`src/rtl/gpt_pkg.sv`:
```
package gpt_pkg;
  localparam int unsigned MAP_AW = 7;

  localparam logic [MAP_AW-1:0] A_CTRL   = 7'h00;
  localparam logic [MAP_AW-1:0] A_AUX    = 7'h04;
  localparam logic [MAP_AW-1:0] A_SLAVE  = 7'h08;
  localparam logic [MAP_AW-1:0] A_IEN    = 7'h0C;
  localparam logic [MAP_AW-1:0] A_STAT   = 7'h10;
  localparam logic [MAP_AW-1:0] A_EVGEN  = 7'h14;
  localparam logic [MAP_AW-1:0] A_CM0    = 7'h18;
  localparam logic [MAP_AW-1:0] A_CM1    = 7'h1C;
  localparam logic [MAP_AW-1:0] A_CAPEN  = 7'h20;
  localparam logic [MAP_AW-1:0] A_COUNT  = 7'h24;
  localparam logic [MAP_AW-1:0] A_DIV    = 7'h28;
  localparam logic [MAP_AW-1:0] A_RELOAD = 7'h2C;
  localparam logic [MAP_AW-1:0] A_CMP0   = 7'h34;
  localparam logic [MAP_AW-1:0] A_CMP1   = 7'h38;
  localparam logic [MAP_AW-1:0] A_CMP2   = 7'h3C;
  localparam logic [MAP_AW-1:0] A_CMP3   = 7'h40;
  localparam logic [MAP_AW-1:0] A_XCFG   = 7'h48;
  localparam logic [MAP_AW-1:0] A_XADR   = 7'h4C;
  localparam logic [MAP_AW-1:0] A_OPT    = 7'h50;

  // storage-only words: they hold data and drive nothing
  localparam int unsigned N_PLAIN = 13;
  localparam logic [MAP_AW-1:0] PLAIN_MAP [N_PLAIN] = '{
    A_OPT, A_XADR, A_XCFG, A_CMP3, A_CMP2, A_CMP1, A_CMP0,
    A_CAPEN, A_CM1, A_CM0, A_EVGEN, A_SLAVE, A_AUX
  };

  // enable word value that arms the update interrupt
  localparam int unsigned IEN_ARMED = 1;
endpackage

```
`src/rtl/gpt_plain_bank.sv`:
```
module gpt_plain_bank
  import gpt_pkg::*;
#(
  parameter int unsigned DW = 32,
  parameter int unsigned N  = N_PLAIN
) (
  input  logic              clk,
  input  logic              rst,
  input  logic [MAP_AW-1:0] addr,
  input  logic              wr,
  input  logic [DW-1:0]     wdata,
  output logic              hit,
  output logic [DW-1:0]     rdata
);
  logic [N-1:0]  sel_v;
  logic [DW-1:0] q_v [N];

  for (genvar g = 0; g < N; g++) begin : g_word
    assign sel_v[g] = (addr == PLAIN_MAP[g]);
    always_ff @(posedge clk) begin
      if (rst)
        q_v[g] <= '0;
      else if (wr && sel_v[g])
        q_v[g] <= wdata;
    end
  end

  always_comb begin
    rdata = '0;
    for (int i = 0; i < N; i++)
      if (sel_v[i]) rdata = rdata | q_v[i];
  end

  assign hit = |sel_v;
endmodule

```
`src/rtl/gpt_ctrl_regs.sv`:
```
module gpt_ctrl_regs
  import gpt_pkg::*;
#(
  parameter int unsigned DW = 32
) (
  input  logic              clk,
  input  logic              rst,
  input  logic [MAP_AW-1:0] addr,
  input  logic              wr,
  input  logic [DW-1:0]     wdata,
  input  logic              upd_evt,
  output logic              cen,
  output logic              ien_ok,
  output logic              stat_flag,
  output logic [DW-1:0]     div_val,
  output logic [DW-1:0]     reload_val,
  output logic              hit,
  output logic [DW-1:0]     rdata
);
  logic [DW-1:0] ctrl_q, ien_q, stat_q, div_q, reload_q, stat_nxt;
  logic sel_ctrl, sel_ien, sel_stat, sel_div, sel_rel;

  assign sel_ctrl = (addr == A_CTRL);
  assign sel_ien  = (addr == A_IEN);
  assign sel_stat = (addr == A_STAT);
  assign sel_div  = (addr == A_DIV);
  assign sel_rel  = (addr == A_RELOAD);

  // write-AND first, a same-cycle hardware event still sets the flag
  always_comb begin
    stat_nxt = stat_q;
    if (wr && sel_stat) stat_nxt = stat_q & wdata;
    if (upd_evt) stat_nxt[0] = 1'b1;
  end

  always_ff @(posedge clk) begin
    if (rst) begin
      ctrl_q   <= '0;
      ien_q    <= '0;
      stat_q   <= '0;
      div_q    <= '0;
      reload_q <= '0;
    end else begin
      stat_q <= stat_nxt;
      if (wr && sel_ctrl) ctrl_q   <= wdata;
      if (wr && sel_ien)  ien_q    <= wdata;
      if (wr && sel_div)  div_q    <= wdata;
      if (wr && sel_rel)  reload_q <= wdata;
    end
  end

  assign cen        = ctrl_q[0];
  assign ien_ok     = (ien_q == DW'(IEN_ARMED));
  assign stat_flag  = stat_q[0];
  assign div_val    = div_q;
  assign reload_val = reload_q;
  assign hit        = sel_ctrl | sel_ien | sel_stat | sel_div | sel_rel;

  always_comb begin
    rdata = '0;
    if (sel_ctrl) rdata = ctrl_q;
    if (sel_ien)  rdata = ien_q;
    if (sel_stat) rdata = stat_q;
    if (sel_div)  rdata = div_q;
    if (sel_rel)  rdata = reload_q;
  end
endmodule

```
`src/rtl/gpt_count_engine.sv`:
```
module gpt_count_engine #(
  parameter int unsigned DW = 32
) (
  input  logic          clk,
  input  logic          rst,
  input  logic          cen,
  input  logic [DW-1:0] div_val,
  input  logic [DW-1:0] reload_val,
  input  logic          cnt_wr,
  input  logic [DW-1:0] wdata,
  output logic [DW-1:0] cnt_val,
  output logic          reach
);
  logic [DW-1:0] pre_q, cnt_q, cnt_inc;
  logic          tick, at_or_past;

  assign tick       = cen && (pre_q >= div_val);
  assign cnt_inc    = cnt_q + 1'b1;
  assign at_or_past = (reload_val == '0) || (cnt_q >= reload_val);

  always_ff @(posedge clk) begin
    if (rst) begin
      pre_q <= '0;
      cnt_q <= '0;
    end else begin
      if (cen) pre_q <= tick ? '0 : pre_q + 1'b1;
      if (cnt_wr)
        cnt_q <= wdata;
      else if (tick)
        cnt_q <= at_or_past ? '0 : cnt_inc;
    end
  end

  assign reach   = tick && !cnt_wr && !at_or_past && (cnt_inc == reload_val);
  assign cnt_val = cnt_q;
endmodule

```
`src/rtl/gpt_interval_timer.sv`:
```
module gpt_interval_timer
  import gpt_pkg::*;
#(
  parameter int unsigned DW = 32
) (
  input  logic              clk,
  input  logic              rst,
  input  logic [MAP_AW-1:0] bus_addr,
  input  logic              bus_wr,
  input  logic [DW-1:0]     bus_wdata,
  output logic [DW-1:0]     bus_rdata,
  output logic              irq_out
);
  logic          plain_hit, ctrl_hit, cnt_hit, mapped;
  logic [DW-1:0] plain_rd, ctrl_rd, cnt_val, div_val, reload_val;
  logic          ctrl_en, ien_ok, stat_flag, reach, upd_evt, irq_q;

  assign cnt_hit = (bus_addr == A_COUNT);
  assign upd_evt = reach && ien_ok && ctrl_en;

  gpt_plain_bank #(.DW(DW), .N(N_PLAIN)) u_bank (
    .clk(clk), .rst(rst), .addr(bus_addr), .wr(bus_wr), .wdata(bus_wdata),
    .hit(plain_hit), .rdata(plain_rd)
  );

  gpt_ctrl_regs #(.DW(DW)) u_ctrl (
    .clk(clk), .rst(rst), .addr(bus_addr), .wr(bus_wr), .wdata(bus_wdata),
    .upd_evt(upd_evt), .cen(ctrl_en), .ien_ok(ien_ok), .stat_flag(stat_flag),
    .div_val(div_val), .reload_val(reload_val), .hit(ctrl_hit), .rdata(ctrl_rd)
  );

  gpt_count_engine #(.DW(DW)) u_eng (
    .clk(clk), .rst(rst), .cen(ctrl_en), .div_val(div_val),
    .reload_val(reload_val), .cnt_wr(bus_wr && cnt_hit), .wdata(bus_wdata),
    .cnt_val(cnt_val), .reach(reach)
  );

  always_ff @(posedge clk) begin
    if (rst) irq_q <= 1'b0;
    else     irq_q <= upd_evt;
  end

  assign mapped    = plain_hit | ctrl_hit | cnt_hit;
  assign bus_rdata = plain_rd | ctrl_rd | (cnt_hit ? cnt_val : '0);
  assign irq_out   = irq_q;
endmodule

```
`config.mk`:
```
export PLATFORM = sky130hd
export DESIGN_NAME = gpt_interval_timer
export DESIGN_NICKNAME = d
export VERILOG_FILES = /design/src/rtl/gpt_pkg.sv /design/src/rtl/gpt_plain_bank.sv /design/src/rtl/gpt_ctrl_regs.sv /design/src/rtl/gpt_count_engine.sv /design/src/rtl/gpt_interval_timer.sv
export SDC_FILE = /design/constraint.sdc
export NUM_CORES = 1
export LEC_CHECK = 0
export BUFFER_PORTS_ARGS = -buffer_cell sky130_fd_sc_hd__buf_2
export CORE_ASPECT_RATIO = 0.75
export CORE_MARGIN = 3
export CORE_UTILIZATION = 35
export DETAILED_ROUTE_END_ITERATION = 6
export PLACE_DENSITY_LB_ADDON = 0.25
export SETUP_SLACK_MARGIN = 0.2
export SYNTH_ARGS = -nofsm -noshare
export SYNTH_HDL_FRONTEND = slang
export SYNTH_SLANG_ARGS = --single-unit
```
`constraint.sdc`:
```
create_clock -name clk -period 7.5 [get_ports clk]
set_input_delay 0.75 -clock clk [delete_from_list [all_inputs] [get_ports clk]]
set_output_delay 0.75 -clock clk [all_outputs]
set_load 0.02 [all_outputs]
```
; Yosys cells after proc, flatten, opt, wreduce, memory -nomap -nowiden
; Memories as Yosys holds them, arrays and structs flattened.
; Cells that the tools add are included.
; Widths: inputs -> output; s select.
[totals]
ff_bits = 225
latch_bits = 0
mem_bits_rw = 416
rom_bits = 0
input_bits = 42
wordCells = 173
n_memories = 1
[mem_list]
columns = memory, words, word_bits, rd, rd_ports_with_merged_regs, write_ports, line_no
row1 = u_bank.q_v, 13, 32, 13, 0, 13, gpt_plain_bank.sv:16  ; logic [DW-1:0] q_v [N];
[classes]
add_sub_neg = 2
multipliers = 0
div_mod_pow = 0
n_lt_le_gt_ge = 2
eq_ne = 20
shifts = 0
muxes = 79
bitwise_logic = 28
reduce_logical = 32
[op_table]
columns = operator, n
row1 = $mux 32, 36
row2 = $or 32x32->32, 14
row3 = $add 32x1->32 const B, 2
row4 = $ge 32x32->1, 2
row5 = $eq 7x6->1 const B, 7
row6 = $mux 1, 43
row7 = $and 32x32->32, 1
row8 = $eq 32x1->1 const B, 1
row9 = $eq 32x32->1, 1
row10 = $logic_not 32->1, 1
row11 = $eq 7x5->1 const B, 4
row12 = $eq 7x7->1 const B, 4
row13 = $logic_and 1x1->1, 25
row14 = $eq 7x4->1 const B, 2
row15 = $or 1x1->1, 13
row16 = $eq 7x3->1 const B, 1
row17 = $logic_not 7->1, 1
row18 = $reduce_bool 2->1, 2
row19 = $logic_not 1->1, 2
row20 = $logic_or 1x1->1, 1

; Logic depth before layout (Yosys ltp)
; Gate-level depths: netlist of the first run.
[logic_depth]
word_depth = 28
mapped_depth = 13
depth_no_buf = 10

; Modules after synthesis
; Synthesis of the first run repeated with hierarchy kept, for this count alone.
[unflattened]
hier_cells = 3250
area_unflattened_um2 = 33499.6
[modules_own_cells]
columns = mod, n_inst, cells_per_inst, area_per_inst_um2, seq_area_each_um2
row1 = gpt_plain_bank, 1, 1462, 19605.1, 12492.0
row2 = gpt_ctrl_regs, 1, 935, 7234.4, 3203.1
row3 = gpt_count_engine, 1, 738, 5776.8, 1281.2
row4 = gpt_interval_timer, 1, 115, 883.3, 20.0

; Worst setup path before layout of the first run
; No wires, ideal clock.
[synth_path]
path_kind = input port to flip-flop
start = input port bus_addr[1]
end = memory u_bank.q_v[6][0], in the netlist u_bank.q_v[0][192] (enable)
setup_time_ns = 0.388
arrival_time_ns = 3.188
slack_ns = 3.924
cell_stages = 6
cell_sequence = or4b_2 clkbuf_1 nor2_1 clkbuf_1 clkbuf_1 a21o_1
[synth_rtl]
columns = element, line_no
row1 = start: declaration, gpt_interval_timer.sv:8  ; input logic [MAP_AW-1:0] bus_addr,
row2 = end: declaration, gpt_plain_bank.sv:16

; Worst setup path in the final report of the first run
[layout_path]
start = input port bus_addr[1]
end = output port bus_rdata[9]
[layout_via]
elab_chain_len = 28
[layout_rtl]
columns = element, line_no
row1 = $eq 7x7->1, gpt_plain_bank.sv:19  ; assign sel_v[g] = (addr == PLAIN_MAP[g]);
row2 = $mux 32, gpt_plain_bank.sv:31  ; if (sel_v[i]) rdata = rdata | q_v[i];
row3 = $or 32x32->32, gpt_plain_bank.sv:31
row4 = $mux 32, gpt_plain_bank.sv:31
row5 = $or 32x32->32, gpt_plain_bank.sv:31
row6 = $mux 32, gpt_plain_bank.sv:31
row7 = $or 32x32->32, gpt_plain_bank.sv:31
row8 = $mux 32, gpt_plain_bank.sv:31
row9 = [... 12 more ...], --
row10 = $or 32x32->32, gpt_plain_bank.sv:31
row11 = $mux 32, gpt_plain_bank.sv:31
row12 = $or 32x32->32, gpt_plain_bank.sv:31
row13 = $mux 32, gpt_plain_bank.sv:31
row14 = $or 32x32->32, gpt_plain_bank.sv:31
row15 = $mux 32, gpt_plain_bank.sv:31
row16 = $or 32x32->32, gpt_interval_timer.sv:44  ; assign bus_rdata = plain_rd | ctrl_rd | (cnt_hit ? cnt_val : '0);
row17 = $or 32x32->32 (*), gpt_interval_timer.sv:44
row18 = end: declaration, gpt_interval_timer.sv:11  ; output logic [DW-1:0] bus_rdata,
; Every way passes the cells marked *; elsewhere a longest branch is shown, timed or not.

==> impl_results.md, run 1 <==
* Yosys warnings at 0
* Vias per Instance at 6.084
* Vias in the first global route at 23,316
* Final RePlAce weighted congestion at 0.8834
* # Post-CTS Setup Buffers at 0
* Synth Net Count at 3,022
* Post-DP Area at 0.03158 mm²
* Initial antenna violation count at 7
* Largest net degree at the start of global routing at 58
* Nature of the critical path startpoint: primary input
* Syn Std Cell Area at 0.03012 mm²
* Fmax at 223.3 MHz
* CTS buffer count at 66
* Post-route minimum period at 4.478 ns
* Top cell type by total area after synthesis: edfxtp_1
* CTS tree: done
* Area of the multi-input gates at 0.01212 mm²
* Starting Density at 35.60%
* Core area at 0.08461 mm²
* Max Slew Vio Count at 0
* # setup viols final at 0
* Boundary Pins at 75
* Fin area at 0.03380 mm²
* Worst IR Drop VDD at 0.0001380 V
* Max cap viols at 0
* Status: complete, no violations
* First-pass GRT wire length at 173,600 µm
* FF+latch area at 0.01700 mm²
* CP Launch Point: bus_addr[1]
* Cells after synthesis at 2,914
* Synth Register Bits at 641
* Worst path top cell family by delay: simple AND/OR/NAND/NOR gates
* Post-layout nets at 2,962
* Clock root buffer: clkbuf_16
* Avg Inst Size Synth at 10.34 µm²
* Hpwl dp at 72,630 µm
* Syn-to-layout area delta at 12.22%
* CTS Sinks at 641
* Crit path largest cell delay at 0.84 ns
* EDFF count, synth at 416
* Reg clk slew, reported paths at 0.06 ns
* FF-to-FF Start: u_eng.cnt_val[0]$_SDFFE_PP0P_
* Critical path, cell by cell: buf_2, or4_1, nor2_4, buf_4, a222oi_1, nand4_1, nor2_1, nand2_1, buf_2
* Largest family of logic cells by synthesized area: simple AND/OR/NAND/NOR gates
* Die X at 344.8 µm
* Simple-gate portion of the synthesized area at 21.38%
* Std-Cell Rows at 92
* Drt wl/cell at 30.61 µm
* Unrepaired setup endpoints after global routing: false
* Iter 0 DRT Violations at 3,926
* WP data arrival at 3.73 ns
* Power per Cell Area at 226.3 mW/mm²
* Fin Clk Skew at 0.02007 ns
* Gr ovfl total at 0
* Clk buf depth at 3
* Post-route ant nets at 0
* CP Max Fanout at 17
* Total global-route track usage at 27.02%
* Fillers at 8,168
* Final hold vios at 0
* Hold buffer count at cts at 0
* Period utilisation layout at 59.70%
* Synth cell types at 65
* CP dominant cell by count: buf_2
* Hold Path Class: reg2reg
* Sequential area share after synthesis at 56.42%
* Layout cells sized above 1 at 9.801%
* Kind of critical path: in2out
* Post-synthesis mux area share at 0.2035%
* Leakage power at 11.64 nW
* Dominant cells by area after synthesis: edfxtp_1 41%, dfxtp_1 15%, and2_1 8.8%
* Worst-margin pin slew at 1.232 ns
* Async set-reset flop share out of synthesis at 0%
* Min-delay src: u_ctrl.ctrl_q[3]$_SDFFE_PP0P_
* Pre-antenna DRT Iters at 6
* Chip Height at 260.1 µm
* Post-CTS Resized at 0
* Clk_lat worst skew at 0.62 ns
* Detailed Route WL at 123,600 µm
* DRC Markers at 0
* Worst slew margin at 17.58%
* Endpoint class of the critical path: output pin
* Routed vias at 24,560
* Die ar. at 0.08966 mm²
* H-tree levels at 3
* Synth Area in Compound Gates at 12.75%
* Top-area cell type share of the netlist area at 41.47%
* Worst Path Buf+Inv at 3
* PortBufs at 74
* CP max-delay cell: or4_1
* Main synth FF type: edfxtp_1
* Worst path required time at 6.75 ns
* Setup TNS Final at 0 ns
* Synth Area in Adders at 2.741%
* Post-synthesis xor/xnor area fraction at 2.372%
where the power goes:
part	total, mW	switching (mW)	internal (mW)
Combinational	0.290	0.245	0.0455
Clock	3.45	1.46	1.99
Sequential	3.91	0.0389	3.87
Total	7.65	1.74	5.91
flip-flops by register name, summed over array words and instances, names as in the netlist:
name	flops
irq_out	1
u_bank.q_v	416
u_ctrl.ctrl_q	32
u_ctrl.div_val	32
u_ctrl.ien_q	32
u_ctrl.reload_val	32
u_ctrl.stat_q	32
u_eng.cnt_val	32
u_eng.pre_q	32
final timing paths:
path                                        end  slack, ns  cells past startpoint
hold / removal    u_ctrl.ctrl_q[3]$_SDFFE_PP0P_       0.46                      2
setup / recovery                   bus_rdata[9]       3.02                      9
setup reg to reg  u_ctrl.stat_q[0]$_SDFFE_PP0P_       3.34                     11
hold reg to reg   u_ctrl.ctrl_q[3]$_SDFFE_PP0P_       0.46                      2
cell families after synthesis:
| family | after synthesis |
|---|---|
| simple gates | 1240 |
| xor+xnor | 80 |
| compound gates | 554 |
| flops | 641 |
| buf+inv | 327 |
| fa+ha+maj | 66 |
| mux | 6 |
metal layers:
metal,vias to the layer above,part of all wire [%],GRT usage [%],routed length (µm)
met4,0,3.8,9.917,4684
li1,10339,-,-,-
met3,262,12,5.273,14680
met1,12271,40,38.12,49790
met2,1688,44,41.08,54430
met5,-,0,0,0
stage by stage:
stage | hold slack (ns) | worst slack [ns] | power [mW] | util [%] | std cells
CTS | 0.4569 | 3.086 | 7.674 | 39.93 | 4035
global placement | 0.4419 | 3.045 | 4.258 | 37.33 | 3913
detailed placement | 0.4483 | 2.932 | 4.266 | 37.33 | 3913
finish | 0.4566 | 3.022 | 7.650 | 39.96 | 4037
global route | 0.4738 | 2.967 | 7.830 | 39.95 | 4036
floorplan | 0.4357 | 3.924 | 4.105 | - | 2914
placed cells by master, fill, tap and decap left out, drive strengths merged, types with 10 or more instances in the layout:
master / instances
edfxtp: 416
nand4: 92
xnor2: 40
ha: 66
clkbuf: 101
nand3: 40
nor4: 28
o21ai: 20
a21oi: 191
clkinv: 13
and2: 425
a22o: 14
buf: 132
a221oi: 16
inv: 68
nand2: 394
dfxtp: 225
a222oi: 54
a21o: 15
xor2: 39
and3: 12
nor3: 26
nor3b: 33
or3: 10
a22oi: 210
nor2: 143
cell type report:
type / instances / area share [%]
Tap cell: 1128 / 4.175
Timing Repair Buffer: 132 / 2.424
Sequential cell: 641 / 50.28
Multi-Input combinational cell: 1946 / 35.85
Clock buffer: 101 / 5.837
Inverter: 67 / 0.7439
Clock inverter: 21 / 0.6810
Antenna cell: 1 / 0.007402
synth_stat cells, drive strengths merged (54+ instances only):
cell type	instances
a22oi	210
edfxtp	416
a21oi	191
and2	425
inv	67
nor2	143
a222oi	54
nand4	92
nand2	394
dfxtp	225
ha	66
clkbuf	251
worst register-to-register path, cell delays in order, from the launching register on:
cell and delay, ns:
dfxtp_1 0.60, inv_1 0.09, ha_1 0.33, nand2b_1 0.15
a2111oi_0 0.37, or3_1 0.19, a211oi_1 0.10, o311ai_1 0.33
nor3b_2 0.88, buf_4 0.41, or4b_1 0.49, o21ai_1 0.15
Power figures use the tool's default switching activity.
==> run 2: changes to the inputs <==
--- a/config.mk
+++ b/config.mk
@@ -5,6 +5,7 @@
 export SDC_FILE = /design/constraint.sdc
 export NUM_CORES = 1
 export LEC_CHECK = 0
+export ABC_AREA = 1
 export BUFFER_PORTS_ARGS = -buffer_cell sky130_fd_sc_hd__buf_2
 export CORE_ASPECT_RATIO = 0.75
 export CORE_MARGIN = 3
==> constraint.sdc (replaced) <==
create_clock -name clk -period 4.4 [get_ports clk]
set_input_delay 0.44 -clock clk [delete_from_list [all_inputs] [get_ports clk]]
set_output_delay 0.44 -clock clk [all_outputs]
set_load 0.02 [all_outputs]
==> run 2 against run 1 <==
  * The flow now finishes with violations (design-rule violations)
  * First-iteration DRC count fell by 15%
  * Via count rose by 1.1%
  * Critical path depth is 3 higher
  * Clock skew is 0.0015 ns higher
  * Final cell count increased by 12%
  * Critical path type unchanged
  * Power rose by 66%
  * Worst setup slack worse by 2.3 ns
==> impl_results.md, run 2 <==
* Status: finished with violations
* Failing checks: design-rule violations
* Hold Path Class: in2reg
* CP Max Fanout at 33
* R2R depth at 13
* Hold buffer count at cts at 0
* Clock root buffer: clkbuf_16
* Clk buf depth at 3
* Met3 WL at 10,460 µm
* Hpwl dp at 74,950 µm
* Drt wl/cell at 23.90 µm
* Synth Area in Compound Gates at 12.49%
* Number of inserted diodes at 0
* Kind of critical path: in2out
* Worst-margin pin slew at 1.078 ns
* CTS tree: done
* PortBufs at 74
* Min-delay src: bus_wdata[0]
* Setup slack, reg-to-reg at 0.88 ns
* WP data arrival at 3.20 ns
* Syn-to-layout area delta at 13.20%
* Largest family of logic cells by synthesized area: simple AND/OR/NAND/NOR gates
* Dominant cells by area after synthesis: edfxtp_1 42%, dfxtp_1 15%, nor2_1 7.6%
* Top reg by flops: u_bank.q_v
* Layout cells sized above 1 at 9.366%
* Critical path, cell by cell: buf_2, nor2_1, nand3_1, nor2_1, nand3_1, inv_1, buf_4, nand2_1, o211ai_1, a211oi_1, nand3_1, buf_2
* Max cap viols at 0
* Largest net degree at the start of global routing at 189
* Leakage power at 13.39 nW
* Simple-gate portion of the synthesized area at 20.83%
* Period utilisation layout at 82.67%
* Synth Register Bits at 641
* Count leader, synth: nor2_1
* Fin Clk Skew at 0.02162 ns
* Max layer used: met4
* Syn Std Cell Area at 0.03000 mm²
* Post-CTS Resized at 0
* CTS Sinks at 641
* CP max-delay cell: nor2_1
* Vias per Instance at 5.476
* Total global-route track usage at 23.83%
* Avg Inst Size Synth at 9.006 µm²
* First-pass GRT wire length at 158,300 µm
* Die X at 344.1 µm
* Endpoint class of the critical path: output pin
* Detailed Route WL at 108,400 µm
* Reg2reg end: irq_out$_SDFF_PP0_
* Worst path required time at 3.96 ns
* Post-route ant nets at 0
* Largest register FFs at 416
* Routed vias at 24,829
* EDFF count, synth at 416
* Gr ovfl total at 0
* Synth Net Count at 3,439
* Cells after synthesis at 3,331
* Hold Path Depth at 3
* Wl on met1 at 50,650 µm
* H-tree levels at 3
* Setup TNS Final at 0 ns
* Async set-reset flop share out of synthesis at 0%
* Core area at 0.08449 mm²
* Final setup margin at 0.7624 ns
* Reg clk slew, reported paths at 0.07 ns
* DRC Markers at 5
* FF-to-FF Start: u_ctrl.div_val[29]$_SDFFE_PP0P_
* Die ar. at 0.08930 mm²
* Synth top cells by count: 607 x nor2_1, 591 x nand2_1, 416 x edfxtp_1
* Power per Cell Area at 374.9 mW/mm²
* Fmax at 274.9 MHz
* Post-route minimum period at 3.638 ns
* Post-layout nets at 3,469
* Vias in the first global route at 22,627
* Commonest non-fill, non-tap cells in the layout: 602 x nor2_1, 588 x nand2_1, 416 x edfxtp_1
* Final hold vios at 0
* Wire length on met2 at 45,040 µm
* Unrepaired setup endpoints after global routing: false
* Top cell type by total area after synthesis: edfxtp_1
* Synth cell types at 53
* Iter 0 DRT Violations at 3,323
* CP dominant cell by count: nand3_1
* Nature of the critical path startpoint: primary input
* Starting Density at 35.51%
* Sequential area share after synthesis at 56.66%
* Crit path largest cell delay at 0.46 ns
* Clk_lat worst skew at 0.62 ns
* Synth Area in Adders at 2.753%
* # setup viols final at 0
* Worst IR Drop VDD at 0.0002844 V
* Std-Cell Rows at 92
* # Post-CTS Setup Buffers at 0
* Leading cell type in the layout, fill and taps excluded: nor2_1
* Worst slew margin at 27.90%
* Main synth FF type: edfxtp_1
* Post-synthesis xor/xnor area fraction at 1.030%
* Worst Hold Endpoint: u_ctrl.div_val[0]$_SDFFE_PP0P_
* Boundary Pins at 75
* Initial antenna violation count at 3
* Pre-antenna DRT Iters at 7
* Final RePlAce weighted congestion at 0.9232
* Post-synthesis mux area share at 0%
* CTS buffer count at 66
* Yosys warnings at 0
* Top-area cell type share of the netlist area at 41.64%
* Chip Height at 259.5 µm
* Max Slew Vio Count at 0
* Worst slack, placed at 0.8181 ns
## run 2: changes by cell type in the layout (fill, tap and decap cells not counted), sizes merged, moves of 34 or more
cell and delta:
nand3 +136, a22oi -209, o21ai +164, xnor2 -34
a22o +62, a222oi -54, a221oi +45, inv +220
nand2 +204, nor2 +482, and2 -424
## run 2: cell families (layout without fill, tap and decap cells)
family / count (synthesis) / in the layout
buf+inv: 485 / 560
xor+xnor: 29 / 29
fa+ha+maj: 66 / 66
simple gates: 1504 / 1504
compound gates: 606 / 606
flops: 641 / 641
## run 2: layout make-up
| cell class | count | area (µm²) |
|---|---|---|
| clock buffer | 85 | 1775 |
| timing repair buffer | 161 | 1124 |
| tap | 1128 | 1411 |
| inverter | 286 | 1079 |
| clock inverter | 28 | 262.8 |
| fill | 8392 | 50530 |
| sequential | 641 | 17000 |
| multi-input combinational | 2205 | 11310 |
## run 2: through the flow
stage	total power, mW	utilization [%]	hold WS (ns)	area (µm²)	std cells
after global placement	7.295	37.78	0.4405	31920	4421
after global routing	13.06	40.19	0.1622	33960	4534
after CTS	12.79	40.19	0.1244	33960	4534
after detailed placement	7.299	37.78	0.4462	31920	4421
after floorplan	7.028	-	0.4324	30000	3331
final	12.73	40.19	0.1551	33960	4534
## run 2: worst max-delay path by stage
stage               cells past startpoint                         endpoint  slack (ns)   startpoint
finish                                 12                    bus_rdata[11]        0.76  bus_addr[1]
global route                           12                    bus_rdata[11]        0.67  bus_addr[1]
CTS                                    12                    bus_rdata[11]        0.81  bus_addr[1]
detailed placement                     12                    bus_rdata[11]        0.82  bus_addr[1]
global placement                       12                    bus_rdata[11]        0.80  bus_addr[1]
floorplan                               4  u_bank.q_v[1][64]$_SDFFCE_PN0P_        0.58       bus_wr
## run 2: worst max-delay path: cells and delay by family
kind | cells | cell delay, ns
AOI/OAI and AO/OA | 2 | 0.30
buffers and inverters | 4 | 0.84
and+or+nand+nor | 6 | 1.60
## run 2: where the power goes
group,internal (mW),switching (mW),total [mW]
Combinational,0.0918,0.423,0.515
Clock,3.05,2.51,5.56
Sequential,6.60,0.0642,6.66
Total,9.73,3.00,12.7
## run 2: metal layers
layer  global-route usage [%]  vias up
li1                         -    11423
met1                    37.45    12013
met5                        0        -
met3                    3.987      137
met4                    5.069        0
met2                    33.90     1256
